File: src/rtl/mrs_pkg.sv
package mrs_pkg;

  localparam int WORD_W = 16;
  localparam int DISP_W = 8;
  localparam int NUM_AC = 4;
  localparam int AC_SEL_W = $clog2(NUM_AC);

  typedef enum logic [2:0] {
    ST_IDLE,
    ST_DEC,
    ST_IND,
    ST_EXE,
    ST_RD,
    ST_WR,
    ST_FIN
  } seq_state_e;

  typedef enum logic [2:0] {
    OP_JMP,
    OP_JSR,
    OP_ISZ,
    OP_DSZ,
    OP_LDA,
    OP_STA,
    OP_BAD
  } mref_op_e;

  typedef struct packed {
    mref_op_e            op;
    logic [AC_SEL_W-1:0] acn;
    logic                ind;
    logic [1:0]          mode;
    logic [DISP_W-1:0]   disp;
  } mref_dec_t;

endpackage

File: src/rtl/mrs_decode.sv
module mrs_decode
  import mrs_pkg::*;
(
  input  logic [WORD_W-1:0] instr,
  output mref_dec_t         dec
);

  localparam int ARITH_BIT = WORD_W - 1;
  localparam int CLS_LO    = WORD_W - 3;
  localparam int SUB_LO    = WORD_W - 5;
  localparam int IND_BIT   = WORD_W - 6;
  localparam int MODE_LO   = DISP_W;

  logic [1:0] cls;
  logic [1:0] sub;

  always_comb begin
    cls = instr[CLS_LO +: 2];
    sub = instr[SUB_LO +: 2];
    dec.acn  = sub;
    dec.ind  = instr[IND_BIT];
    dec.mode = instr[MODE_LO +: 2];
    dec.disp = instr[DISP_W-1:0];
    if (instr[ARITH_BIT]) begin
      dec.op = OP_BAD;
    end else begin
      unique case (cls)
        2'b00: begin
          unique case (sub)
            2'b00: dec.op = OP_JMP;
            2'b01: dec.op = OP_JSR;
            2'b10: dec.op = OP_ISZ;
            default: dec.op = OP_DSZ;
          endcase
        end
        2'b01:   dec.op = OP_LDA;
        2'b10:   dec.op = OP_STA;
        default: dec.op = OP_BAD;
      endcase
    end
  end

endmodule

File: src/rtl/mrs_ea.sv
module mrs_ea #(
  parameter int W  = 16,
  parameter int DW = 8
) (
  input  logic [1:0]    mode,
  input  logic [DW-1:0] disp,
  input  logic [W-1:0]  pc,
  input  logic [W-1:0]  ac2,
  input  logic [W-1:0]  ac3,
  output logic [W-1:0]  ea
);

  localparam int EXT_W = W - DW;

  logic [W-1:0] disp_z;
  logic [W-1:0] disp_s;
  logic [W-1:0] base;

  always_comb begin
    disp_z = {{EXT_W{1'b0}}, disp};
    disp_s = {{EXT_W{disp[DW-1]}}, disp};
    unique case (mode)
      2'd1:    base = pc;
      2'd2:    base = ac2;
      2'd3:    base = ac3;
      default: base = '0;
    endcase
    ea = (mode == 2'd0) ? disp_z : (base + disp_s);
  end

endmodule

File: src/rtl/mrs_regs.sv
module mrs_regs #(
  parameter int W   = 16,
  parameter int NAC = 4
) (
  input  logic                   clk,
  input  logic                   rst_n,
  input  logic                   pc_we,
  input  logic [W-1:0]           pc_d,
  input  logic                   ac_we,
  input  logic [$clog2(NAC)-1:0] ac_sel,
  input  logic [W-1:0]           ac_d,
  output logic [W-1:0]           pc_q,
  output logic [NAC-1:0][W-1:0]  ac_q
);

  always_ff @(posedge clk or negedge rst_n) begin
    if (!rst_n) begin
      pc_q <= '0;
    end else if (pc_we) begin
      pc_q <= pc_d;
    end
  end

  for (genvar g = 0; g < NAC; g++) begin : g_ac
    logic en;
    assign en = ac_we && (ac_sel == g);
    always_ff @(posedge clk or negedge rst_n) begin
      if (!rst_n) begin
        ac_q[g] <= '0;
      end else if (en) begin
        ac_q[g] <= ac_d;
      end
    end

    a_r7_ac_write_only_when_selected: assert property (
      @(posedge clk) disable iff (!rst_n)
      (ac_q[g] != $past(ac_q[g])) |-> ($past(ac_we) && ($past(ac_sel) == g)));
  end

endmodule

File: src/rtl/mrs_seq.sv
module mrs_seq
  import mrs_pkg::*;
#(
  parameter int W  = WORD_W,
  parameter int DW = DISP_W
) (
  input  logic         clk,
  input  logic         rst_n,
  input  logic         start,
  input  logic [W-1:0] instr,
  output logic         busy,
  output logic         done,
  output logic         illegal,
  output logic         mem_req,
  output logic         mem_we,
  output logic [W-1:0] mem_addr,
  output logic [W-1:0] mem_wdata,
  input  logic [W-1:0] mem_rdata,
  input  logic         mem_ack,
  output logic [W-1:0] pc,
  output logic [W-1:0] ac0,
  output logic [W-1:0] ac1,
  output logic [W-1:0] ac2,
  output logic [W-1:0] ac3
);

  localparam int AC_RET = NUM_AC - 1;

  // reset: asserted asynchronously, released on a clock edge
  logic [1:0] rst_pipe;
  logic       rst_s_n;

  always_ff @(posedge clk or negedge rst_n) begin
    if (!rst_n) begin
      rst_pipe <= 2'b00;
    end else begin
      rst_pipe <= {rst_pipe[0], 1'b1};
    end
  end
  assign rst_s_n = rst_pipe[1];

  seq_state_e state_q, state_d;
  logic [W-1:0] ir_q, ir_d;
  logic [W-1:0] ea_q, ea_d;
  logic [W-1:0] data_q, data_d;
  logic         ill_q, ill_d;

  mref_dec_t           dec;
  logic [W-1:0]        ea_calc;
  logic                pc_we;
  logic [W-1:0]        pc_d;
  logic                ac_we;
  logic [AC_SEL_W-1:0] ac_sel;
  logic [W-1:0]        ac_d;
  logic [W-1:0]        pc_q;
  logic [NUM_AC-1:0][W-1:0] ac_q;

  mrs_decode u_dec (
    .instr (ir_q),
    .dec   (dec)
  );

  mrs_ea #(.W(W), .DW(DW)) u_ea (
    .mode (dec.mode),
    .disp (dec.disp),
    .pc   (pc_q),
    .ac2  (ac_q[2]),
    .ac3  (ac_q[3]),
    .ea   (ea_calc)
  );

  mrs_regs #(.W(W), .NAC(NUM_AC)) u_regs (
    .clk    (clk),
    .rst_n  (rst_s_n),
    .pc_we  (pc_we),
    .pc_d   (pc_d),
    .ac_we  (ac_we),
    .ac_sel (ac_sel),
    .ac_d   (ac_d),
    .pc_q   (pc_q),
    .ac_q   (ac_q)
  );

  // next state
  always_comb begin
    state_d = state_q;
    ir_d    = ir_q;
    ea_d    = ea_q;
    data_d  = data_q;
    ill_d   = ill_q;
    pc_we   = 1'b0;
    pc_d    = pc_q + W'(1);
    ac_we   = 1'b0;
    ac_sel  = dec.acn;
    ac_d    = mem_rdata;

    unique case (state_q)
      ST_IDLE: begin
        ill_d = 1'b0;
        if (start) begin
          ir_d    = instr;
          state_d = ST_DEC;
        end
      end
      ST_DEC: begin
        ea_d = ea_calc;
        if (dec.op == OP_BAD) begin
          ill_d   = 1'b1;
          state_d = ST_FIN;
        end else if (dec.ind) begin
          state_d = ST_IND;
        end else begin
          state_d = ST_EXE;
        end
      end
      ST_IND: begin
        if (mem_ack) begin
          ea_d    = mem_rdata;
          state_d = ST_EXE;
        end
      end
      ST_EXE: begin
        unique case (dec.op)
          OP_JMP: begin
            pc_we   = 1'b1;
            pc_d    = ea_q;
            state_d = ST_FIN;
          end
          OP_JSR: begin
            ac_we   = 1'b1;
            ac_sel  = AC_SEL_W'(AC_RET);
            ac_d    = pc_q + W'(1);
            pc_we   = 1'b1;
            pc_d    = ea_q;
            state_d = ST_FIN;
          end
          OP_STA: begin
            data_d  = ac_q[dec.acn];
            state_d = ST_WR;
          end
          default: state_d = ST_RD;
        endcase
      end
      ST_RD: begin
        if (mem_ack) begin
          if (dec.op == OP_LDA) begin
            ac_we   = 1'b1;
            pc_we   = 1'b1;
            state_d = ST_FIN;
          end else begin
            data_d  = (dec.op == OP_ISZ) ? (mem_rdata + W'(1))
                                         : (mem_rdata - W'(1));
            state_d = ST_WR;
          end
        end
      end
      ST_WR: begin
        if (mem_ack) begin
          pc_we = 1'b1;
          if (dec.op != OP_STA && data_q == '0) begin
            pc_d = pc_q + W'(2);
          end
          state_d = ST_FIN;
        end
      end
      ST_FIN: begin
        state_d = ST_IDLE;
      end
      default: state_d = ST_IDLE;
    endcase
  end

  // registers
  always_ff @(posedge clk or negedge rst_s_n) begin
    if (!rst_s_n) begin
      state_q <= ST_IDLE;
      ir_q    <= '0;
      ea_q    <= '0;
      data_q  <= '0;
      ill_q   <= 1'b0;
    end else begin
      state_q <= state_d;
      ill_q   <= ill_d;
      if (state_q == ST_IDLE) begin
        ir_q <= ir_d;
      end
      if (state_q == ST_DEC || state_q == ST_IND) begin
        ea_q <= ea_d;
      end
      if (state_q == ST_EXE || state_q == ST_RD) begin
        data_q <= data_d;
      end
    end
  end

  // outputs
  assign busy      = (state_q != ST_IDLE);
  assign done      = (state_q == ST_FIN);
  assign illegal   = done && ill_q;
  assign mem_req   = (state_q == ST_IND) || (state_q == ST_RD) || (state_q == ST_WR);
  assign mem_we    = (state_q == ST_WR);
  assign mem_addr  = ea_q;
  assign mem_wdata = data_q;
  assign pc        = pc_q;
  assign ac0       = ac_q[0];
  assign ac1       = ac_q[1];
  assign ac2       = ac_q[2];
  assign ac3       = ac_q[3];

  // checks
  a_r9_req_held_until_ack: assert property (
    @(posedge clk) disable iff (!rst_s_n)
    (mem_req && !mem_ack) |=> (mem_req && $stable(mem_addr) && $stable(mem_we)
                               && $stable(mem_wdata)));

  a_r10_done_single_cycle: assert property (
    @(posedge clk) disable iff (!rst_s_n)
    done |=> !done);

  a_r10_idle_after_done: assert property (
    @(posedge clk) disable iff (!rst_s_n)
    done |=> !busy);

  a_r2_illegal_only_with_done: assert property (
    @(posedge clk) disable iff (!rst_s_n)
    illegal |-> done);

  a_r2_no_access_when_rejected: assert property (
    @(posedge clk) disable iff (!rst_s_n)
    ill_q |-> !mem_req);

  a_r5_pc_moves_only_at_completion: assert property (
    @(posedge clk) disable iff (!rst_s_n)
    (pc != $past(pc)) |-> done);

  a_r10_start_needs_idle: assert property (
    @(posedge clk) disable iff (!rst_s_n)
    (busy && !done) |=> busy);

endmodule

File: config.mk
export PLATFORM = sky130hd
export DESIGN_NAME = mrs_seq
export DESIGN_NICKNAME = d
export VERILOG_FILES = /design/src/rtl/mrs_pkg.sv /design/src/rtl/mrs_decode.sv /design/src/rtl/mrs_ea.sv /design/src/rtl/mrs_regs.sv /design/src/rtl/mrs_seq.sv
export SDC_FILE = /design/constraint.sdc
export NUM_CORES = 1
export LEC_CHECK = 0
export BUFFER_PORTS_ARGS = -buffer_cell sky130_fd_sc_hd__buf_2
export CORE_MARGIN = 3
export CORE_UTILIZATION = 57
export CTS_CLUSTER_DIAMETER = 200
export DETAILED_ROUTE_END_ITERATION = 10
export PLACE_DENSITY = 0.86
export RECOVER_POWER = 100
export SLEW_MARGIN = 20
export SYNTH_ARGS = -nofsm -noshare
export SYNTH_HDL_FRONTEND = slang
export SYNTH_SLANG_ARGS = --single-unit
File: constraint.sdc
create_clock -name clk -period 5 [get_ports clk]
set_input_delay 0.25 -clock clk [delete_from_list [all_inputs] [get_ports clk]]
set_output_delay 0.25 -clock clk [all_outputs]
set_load 0.03 [all_outputs]
Word level (Yosys, flattened, before mapping)
Cells that the tools add are included.
{"block": "totals", "out_inout_bits": 117, "latchBits": 0, "ff_bits": 134, "in_bits": 36, "ram_bits": 0, "rom_bits": 0, "memories": 0, "elab_cells": 113}
{"block": "op_classes", "muxes": 40, "div_mod_pow": 0, "magnitude_cmp": 1, "addsub": 5, "reduce_logical": 27, "n_shift": 0, "eq_ne": 29, "bitwise": 0, "multipliers": 0}
{"op": "$mux W16", "count": 12}
{"op": "$pmux W16 S2", "count": 3}
{"op": "$pmux W16 S3", "count": 1}
{"op": "$add A16 B1 Y16 const B", "count": 2}
{"op": "$bmux W16 S2", "count": 1}
{"op": "$eq A3 B3 Y1 const B", "count": 6}
{"op": "$mux W3", "count": 6}
{"op": "$pmux W3 S6", "count": 1}
{"op": "$add A16 B16 Y16", "count": 1}
{"op": "$add A16 B2 Y16 const B", "count": 1}
{"op": "$logic_not A16 Y1", "count": 1}
{"op": "$sub A16 B1 Y16 const B", "count": 1}
{"op": "$eq A2 B2 Y1 const B", "count": 6}
{"op": "$ne A2 B2 Y1 const B", "count": 5}
{"op": "$eq A3 B2 Y1 const B", "count": 3}
{"op": "$pmux W3 S3", "count": 1}
{"op": "$eq A2 B1 Y1 const B", "count": 4}
{"op": "$logic_not A2 Y1", "count": 4}
{"op": "$mux W1", "count": 7}
{"op": "$eq A3 B1 Y1 const B", "count": 2}
{"op": "$logic_and A1 B1 Y1", "count": 6}
{"op": "$logic_not A3 Y1", "count": 2}
{"op": "$mux W2", "count": 3}
{"op": "$pmux W2 S3", "count": 1}
{"op": "14 further kinds", "count": 22}

Depth between registers and ports, before layout
Gate-level depths: netlist (run 1).
{"block": "depth", "ltp_word": 9, "mapped_depth": 13, "mapped_depth_nobuf": 13}

Modules after synthesis
From an unflattened synthesis (run 1), not the netlist that was laid out.
{"block": "hier_totals", "hier_cells": 883, "area_unflattened_um2": 8938.6}
{"mod": "mrs_seq", "area_per_inst_um2": 4569.4, "n_inst": 1, "cells_each": 536, "seq_area_each_um2": 1351.3}
{"mod": "mrs_regs", "area_per_inst_um2": 3000.4, "n_inst": 1, "cells_each": 170, "seq_area_each_um2": 2001.9}
{"mod": "mrs_ea", "area_per_inst_um2": 1208.7, "n_inst": 1, "cells_each": 155, "seq_area_each_um2": 0.0}
{"mod": "mrs_decode", "area_per_inst_um2": 160.2, "n_inst": 1, "cells_each": 22, "seq_area_each_um2": 0.0}

Worst setup path before layout (run 1)
Ideal clock, no wire load.
{"block": "synth_path", "path_kind": "reg2reg", "startpoint": "reg ir_q[14]", "endpoint": "reg data_q[15], in the netlist mem_wdata[15]", "path_stages_with_launch": 14, "n_path_buf": 0, "t_arrival_ps": 3147, "period_less_slack_ps": 3280, "path_slack_ps": 1720, "setup_ps": 133, "required_time_ps": 4867, "path_cell_list": "dfrtp_1 inv_1 ha_1 nand2b_1 nor3_1 inv_1 ha_1 o21ai_0 o21ai_1 a2111oi_0 nor3_1 a221oi_2 xnor2_1 o21ai_1"}
{"block": "synth_via", "elab_chain_len": 8, "word_cells_on_any_way": 15, "cone_classes": "eq/ne (7); mux (6); reduce/logical (2)"}
{"element": "from (decl)", "line_no": "mrs_seq.sv:43", "text": "logic [W-1:0] ir_q, ir_d;"}
{"element": "from (signal assigned)", "line_no": "mrs_seq.sv:185", "text": "ir_q <= ir_d;"}
{"element": "$eq A2 B2 Y1 (tied with other cells)", "line_no": "mrs_decode.sv:27", "text": "unique case (cls)"}
{"element": "$pmux W3 S3 *", "line_no": "mrs_decode.sv:27"}
{"element": "$mux W3 *", "line_no": "mrs_decode.sv:24", "text": "if (instr[ARITH_BIT]) begin"}
{"element": "$eq A3 B2 Y1", "line_no": "mrs_seq.sv:151", "text": "data_d = (dec.op == OP_ISZ) ? (mem_rdata + W'(1))"}
{"element": "$mux W16", "line_no": "mrs_seq.sv:151"}
{"element": "$mux W16", "line_no": "mrs_seq.sv:146", "text": "if (dec.op == OP_LDA) begin"}
{"element": "$mux W16", "line_no": "mrs_seq.sv:145", "text": "if (mem_ack) begin"}
{"element": "$pmux W16 S2", "line_no": "mrs_seq.sv:97", "text": "unique case (state_q)"}
{"element": "to (signal assigned)", "line_no": "mrs_seq.sv:191", "text": "data_q <= data_d;"}
{"element": "to (decl)", "line_no": "mrs_seq.sv:45", "text": "logic [W-1:0] data_q, data_d;"}
Mark *: on every way between the ends. The rest lies on a longest branch, timed or not. The select of a mux whose other input is x is not followed.
A chain may end at the register's enable or synchronous reset.

Final worst setup path (run 1)
{"block": "layout_path", "startpoint": "reg state_q[2]", "endpoint": "reg u_regs.ac_q[48] (netlist bit)"}
{"block": "layout_via", "elab_chain_len": 4, "word_cells_on_any_way": 7, "cone_classes": "eq/ne (3); mux (3); reduce/logical (1)"}
{"element": "from (decl)", "line_no": "mrs_seq.sv:42", "text": "seq_state_e state_q, state_d;"}
{"element": "from (signal assigned)", "line_no": "mrs_seq.sv:182", "text": "state_q <= state_d;"}
{"element": "$eq A3 B2 Y1", "line_no": "mrs_seq.sv:97"}
{"element": "$mux W2", "line_no": "mrs_seq.sv:97"}
{"element": "$eq A2 B2 Y1", "line_no": "mrs_regs.sv:26", "text": "assign en = ac_we && (ac_sel == g);"}
{"element": "$logic_and A1 B1 Y1", "line_no": "mrs_regs.sv:26"}
{"element": "to (signal, indexed assignment)", "line_no": "mrs_regs.sv:29", "text": "ac_q[g] <= '0;"}
{"element": "to (signal, indexed assignment)", "line_no": "mrs_regs.sv:31", "text": "ac_q[g] <= ac_d;"}
{"element": "to (decl)", "line_no": "mrs_regs.sv:13", "text": "output logic [NAC-1:0][W-1:0] ac_q"}
Several ways; a longest one is shown, not always the timed one.

==> flow_metrics.py, run 1 <==
metrics = {
    "yosys": {
        "synth-seq-cells": 134,
        "synth_edf_count": 0,
        "synth_nets": 992,
        "ys.flop_type": "dfrtp_1",
        "synthTopCellsByArea": "dfrtp_1 38%, mux2_2 9.6%, ha_1 4.8%, mux4_2 4.1%, nand2_1 4.0%",
        "ys_warn_count": 0,
        "async_flop_share_pct": 100,
        "synth_top_cell_area_share_pct": 38.1,
        "syn_avg_cell_area_um2": 9.58,
        "ys_seq_area_share_pct": 38.1,
        "yosysTopAreaCell": "dfrtp_1",
        "synthCells": 920,
        "synth_cell_types": 82,
        "synth.cell_area_um2": 8810,
    },
    "job": {
        "max_cap_violations": 4,
    },
    "drt": {
        "drt-initial-drc-count": 967,
        "wire_per_inst_um": 22.6,
        "firstDrtPassIters": 6,
        "drc": 0,
        "ant_nets": 0,
        "wl_mm": 28.2,
        "dr_total_vias": 8187,
        "vias_per_cell": 6.57,
    },
    "critical_path": {
        "crit_path_end_kind": "flop",
        "required_ns": 5.31,
        "path_class": "reg2reg",
        "path_cells": "inv_1 > nand4_1 > nor2_2 > clkbuf_1 > a31oi_1 > mux2_2",
        "critPathMaxStageDelay_ns": 1.75,
        "cp.arrival_ns": 4.60,
        "ff2ff_path_depth": 6,
        "endpoint": "u_regs.ac_q[48]",
        "cp_slowest_cell": "a31oi_1",
        "path_max_fanout": 30,
        "critPathLaunchType": "flop",
        "reg2reg_setup_slack_ns": 0.71,
        "cp_top_family": "compound AO/OA/AOI/OAI gates",
        "crit_buf_inv": 2,
        "r2r-start": "state_q[2]",
        "critical_path.startpoint": "state_q[2]",
        "reg2reg_to": "u_regs.ac_q[48]",
        "cp.depth": 6,
    },
    "grt": {
        "grt.total_usage_pct": 33.0,
        "grt_remaining_overflow": 0,
        "grt_pass1_wl_mm": 42.7,
        "grt_max_degree": 80,
        "grt_pass1_vias": 7599,
        "antenna_found_initial": 0,
    },
    "floorplan": {
        "io_pins": 153,
        "std_cell_rows": 44,
        "core_um2": 14800,
        "die_h_um": 130,
        "fp.dieW_um": 130,
        "die_area_um2": 17000,
        "initial_core_util_pct": 59.5,
    },
    "power": {
        "p_int_uw": 3690,
        "power_frac_seq_pct": 29.0,
        "p_comb_share_pct": 53.8,
        "p_sw_uw": 3790,
        "powerDensity_nw_per_um2": 743,
        "clkPwrFrac_pct": 17.2,
        "p_sw_share_pct": 50.6,
        "power_uw": 7480,
        "vdd_drop_max_mv": 0.414,
        "leakage_uw": 0.00433,
    },
    "place": {
        "place.gp.congestion": 0.974,
        "port_buffers": 152,
        "post-dp-hpwl_mm": 20.5,
        "preCtsSetupSlack_ns": 1.18,
    },
    "timing": {
        "worst_hold_slack_ns": 0.0512,
        "fin_crit_ns": 4.29,
        "setup_viol": 0,
        "tightest_slew_ns": 2.87,
        "finalHoldViolCount": 0,
        "period_share_pct": 85.8,
        "slew_violations": 173,
        "fin_skew_ns": 0.00999,
        "clock.fmax_ghz": 0.233,
        "rsz0062_at_grt": "no",
        "slew_headroom_pct": -91.3,
        "setup_tns_ns": 0,
        "layout_setup_ws_ns": 0.710,
    },
    "clocking": {
        "clk_pin_slew_ns": 0.06,
        "cts_root_buf": "clkbuf_16",
        "cts_hold_buf": 1,
        "clkSinkCount": 134,
        "h-tree-depth": 4,
        "cts_resized": 0,
        "clk_path_buf_depth": 2,
        "insertion_delay_ns": 0.43,
        "cts_tree": "done",
        "cts_setup_buffers": 0,
        "cts_made_buffers": 17,
    },
    "final_layout": {
        "final_common_cell": "dfrtp_1",
        "diodes": 0,
        "area_growth_pct": 14.2,
        "drive_gt1_share_pct": 16.2,
        "fillCellCount": 1194,
        "final_cell_mix": "133 x dfrtp_1, 124 x clkbuf_1, 94 x nand2_1, 79 x nor2_1, 69 x mux2_2",
        "nets": 1121,
    },
    "run_status": {
        "status": "finished, violations left",
        "violations": "capacitance limit, slew limit",
    },
    "min_path": {
        "min_from": "instr[6]",
        "min_path_type": "in2reg",
    },
}
-- worst min-delay path by stage --
stage	end	cells after the start
after global placement	rst_pipe[0]	1
after floorplan	rst_pipe[0]	0
after detailed placement	rst_pipe[0]	1
after global routing	ir_q[15]	2
after CTS	ir_q[6]	2
final	ir_q[6]	2
-- cell usage after synthesis (all sizes together), types with 12 or more instances --
master and number:
a22o 16, a21oi 68, xnor2 15, nor2b 12, mux2 84, clkbuf 31
o21ai 73, dfrtp 134, buf 24, inv 21, nor2 81, nand3 20
ha 34, mux4 16, nand2 94, nor3 16, xor2 20
-- power by group through the flow --
| stage | Combinational (uW) | Sequential [uW] | Clock [uW] |
|---|---|---|---|
| after floorplan | 2430 | 2580 | 0 |
| after global placement | 3980 | 2120 | 0 |
| after detailed placement | 4050 | 2140 | 0 |
| after CTS | 4110 | 2130 | 1290 |
| after global routing | 4330 | 2220 | 1340 |
| final | 4020 | 2170 | 1280 |
-- worst register-to-register path: stages (launching register included) --
cell,delay (ns)
dfrtp_1,0.72
inv_1,0.24
nand4_1,0.38
nor2_2,0.08
clkbuf_1,0.52
a31oi_1,1.76
mux2_2,0.47
-- per-layer routing --
layer	wire [um]	share of wire (%)	up-vias	global-route usage, %
met5	0	0	-	0
met4	1210	4.3	0	13.4
met3	2610	9.3	94	6.47
met2	13400	48	498	53.4
met1	11000	39	3945	43.8
li1	-	-	3650	-
-- per-stage QoR --
| stage | cells | util (%) | cell area [um2] |
|---|---|---|---|
| floorplan | 920 | - | 8810 |
| global placement | 1213 | 65.3 | 9670 |
| detailed placement | 1213 | 65.3 | 9670 |
| CTS | 1246 | 69.4 | 10300 |
| global route | 1246 | 68.0 | 10100 |
| finish | 1246 | 68.0 | 10100 |
-- registers in the layout (all words and copies together), names as in the netlist --
| register | cells |
|---|---|
| ir_q | 16 |
| u_regs.ac_q | 64 |
| mem_wdata | 16 |
| state_q | 3 |
| u_regs.pc_q | 16 |
| rst_pipe | 2 |
| ill_q | 1 |
| mem_addr | 16 |
-- cell families after synthesis --
kind of cell    Yosys count  synth area share [%]
compound gates          250                  18.4
xor+xnor                 35                  3.48
fa+ha+maj                36                  5.28
simple gates            282                  15.5
buf+inv                  76                  3.72
flops                   134                  38.1
other cells               1                0.0426
mux                     106                  15.5
-- final cells by class --
class / count / area [um2] / share of cell area (%)
Multi-Input combinational cell: 710 / 5110 / 50.8
Sequential cell: 134 / 3360 / 33.4
Timing Repair Buffer: 165 / 692 / 6.88
Clock buffer: 18 / 429 / 4.26
Tap cell: 184 / 230 / 2.29
Clock inverter: 14 / 166 / 1.65
Inverter: 21 / 78.8 / 0.783
No activity file was read; power rests on OpenSTA's default activity.
==> run 2, diff against run 1 <==
--- a/config.mk
+++ b/config.mk
@@ -7,10 +7,11 @@
 export LEC_CHECK = 0
 export BUFFER_PORTS_ARGS = -buffer_cell sky130_fd_sc_hd__buf_2
 export CORE_MARGIN = 3
-export CORE_UTILIZATION = 57
+export CORE_UTILIZATION = 59
+export CTS_BUF_LIST = sky130_fd_sc_hd__clkbuf_2 sky130_fd_sc_hd__clkbuf_4 sky130_fd_sc_hd__clkbuf_8
 export CTS_CLUSTER_DIAMETER = 200
 export DETAILED_ROUTE_END_ITERATION = 10
-export PLACE_DENSITY = 0.86
+export PLACE_DENSITY = 0.88
 export RECOVER_POWER = 100
 export SLEW_MARGIN = 20
 export SYNTH_ARGS = -nofsm -noshare
==> run 2 against run 1 <==
Net effect:
- the flow still finishes with violations (capacitance limit, slew limit)
- sequential share of layout area up 0.56 points
- via count up 1.1%
- power down 5.1%
- hold slack worse by 0.039 ns
- combinational power about the same
- sequential cell count unchanged
- first-iteration DRC count down 4.1%
- clock power down 28%
- count of clock-buffer cells in the layout down 1
- sequential power about the same
- final area down 1.8%
- final cell count up 0.32%
- critical path type unchanged
- critical endpoint is now u_regs.ac_q[60]
- largest cell class unchanged
==> flow_metrics.py, run 2 (same netlist as run 1, synthesis figures left out) <==
metrics = {
    "run_status": {
        "status": "finished, violations left",
        "violations": "capacitance limit, slew limit",
    },
    "final_layout": {
        "final_common_cell": "dfrtp_1",
        "nets": 1125,
        "fillCellCount": 1204,
        "largest_register_ffs": 64,
        "regMostFlops": "u_regs.ac_q",
        "area_growth_pct": 12.2,
        "fin_util_pct": 67.8,
        "diodes": 0,
        "final_cell_mix": "134 x dfrtp_1, 123 x clkbuf_1, 93 x nand2_1, 79 x nor2_1, 72 x mux2_2",
        "drive_gt1_share_pct": 16.5,
        "multiInputGateArea_um2": 5100,
        "seq_area_um2": 3350,
    },
    "drt": {
        "wl_mm": 27.8,
        "firstDrtPassIters": 5,
        "ant_nets": 0,
        "vias_per_cell": 6.62,
        "drc": 0,
        "dr_total_vias": 8280,
        "drt-initial-drc-count": 927,
        "wire_per_inst_um": 22.2,
    },
    "grt": {
        "grt_pass1_vias": 7787,
        "grt.total_usage_pct": 33.8,
        "antenna_found_initial": 1,
        "grt_max_degree": 52,
        "grt_remaining_overflow": 0,
        "grt_pass1_wl_mm": 43.0,
    },
    "timing": {
        "setup_viol": 0,
        "setup_tns_ns": 0,
        "worst_hold_slack_ns": 0.0121,
        "tightest_slew_ns": 2.04,
        "slew_headroom_pct": -36.8,
        "clock.fmax_ghz": 0.236,
        "slew_violations": 142,
        "fin_skew_ns": 0.0123,
        "finalHoldViolCount": 0,
        "period_share_pct": 84.9,
        "rsz0062_at_grt": "no",
        "layout_setup_ws_ns": 0.754,
        "fin_crit_ns": 4.25,
    },
    "critical_path": {
        "required_ns": 5.34,
        "reg2reg_setup_slack_ns": 0.75,
        "crit_path_end_kind": "flop",
        "cp.arrival_ns": 4.59,
        "critPathLaunchType": "flop",
        "ff2ff_path_depth": 6,
        "path_max_fanout": 30,
        "path_class": "reg2reg",
    },
    "floorplan": {
        "std_cell_rows": 44,
        "core_um2": 14600,
        "io_pins": 153,
        "initial_core_util_pct": 60.4,
        "die_h_um": 128,
        "die_area_um2": 16400,
        "fp.dieW_um": 128,
    },
    "place": {
        "preCtsSetupSlack_ns": 1.26,
        "port_buffers": 152,
        "post-dp-hpwl_mm": 20.5,
        "place.gp.congestion": 0.971,
    },
    "clocking": {
        "h-tree-depth": 4,
        "insertion_delay_ns": 0.47,
        "cts_root_buf": "clkbuf_8",
        "clk_pin_slew_ns": 0.09,
        "cts_resized": 0,
        "cts_made_buffers": 17,
        "cts_tree": "done",
        "clk_path_buf_depth": 2,
        "clkSinkCount": 134,
    },
    "power": {
        "vdd_drop_max_mv": 0.447,
        "leakage_uw": 0.00425,
        "powerDensity_nw_per_um2": 718,
    },
    "min_path": {
        "hold_depth": 2,
        "min_path_type": "in2reg",
    },
    "job": {
        "max_cap_violations": 5,
    },
}
[run 2: cell count changes in the layout (fill, tap and decap cells not counted), sizes merged]
cell         previous run  this run
buf                    40        41
bufinv                  2         1
clkbuf                142       141
dlygate4sd3             1         4
inv                    28        30
[run 2: layer usage]
layer | part of all wire [%] | up-vias | global-route usage, %
met5 | 0.047 | - | 0
met4 | 4.5 | 2 | 14.7
met3 | 8.9 | 108 | 8.17
met2 | 48 | 470 | 53.5
met1 | 39 | 4039 | 44.4
li1 | - | 3661 | -
[run 2: timing repair]
| item | in CTS | in global routing |
|---|---|---|
| setup buffers | 0 | 0 |
| hold buffers | 4 | 0 |
| endpoints found under the hold margin | 5 | 0 |
[run 2: report_power, final]
group / internal (uW) / total [uW] / leakage, uW / switching [uW]
Clock: 415 / 926 / 0.000196 / 510
Sequential: 1530 / 2170 / 0.00170 / 644
Combinational: 1420 / 4000 / 0.00236 / 2580
[run 2: layout make-up]
class,instances,area share (%)
clock buffers,17,2.37
flip-flops and latches,134,33.9
multi-input cells,710,51.6
clock inverters,15,1.62
well taps,184,2.33
inverters,21,0.797
repair buffers,169,7.38
[run 2: path summary, 6_finish.rpt]
check                             from              end
setup / recovery            state_q[2]  u_regs.ac_q[60]
hold / removal                instr[9]          ir_q[9]
setup reg to reg            state_q[2]  u_regs.ac_q[60]
hold reg to reg            rst_pipe[0]      rst_pipe[1]
max in group asynchronous  rst_pipe[1]       state_q[2]
min in group asynchronous        rst_n      rst_pipe[0]
[run 2: per-stage QoR]
step	power (uW)	instance area [um2]	instances
floorplan	5010	8810	920
global placement	6110	9670	1214
detailed placement	6210	9670	1214
CTS	7160	10100	1250
global route	7520	9890	1250
finish	7100	9890	1250
[run 2: worst max-delay path, cell delays in order (launching register included)]
cell	delay, ns
dfrtp_1	0.73
inv_1	0.25
nand4_1	0.40
nor2_2	0.07
clkbuf_1	0.54
a31oi_1	1.66
mux2_2	0.46
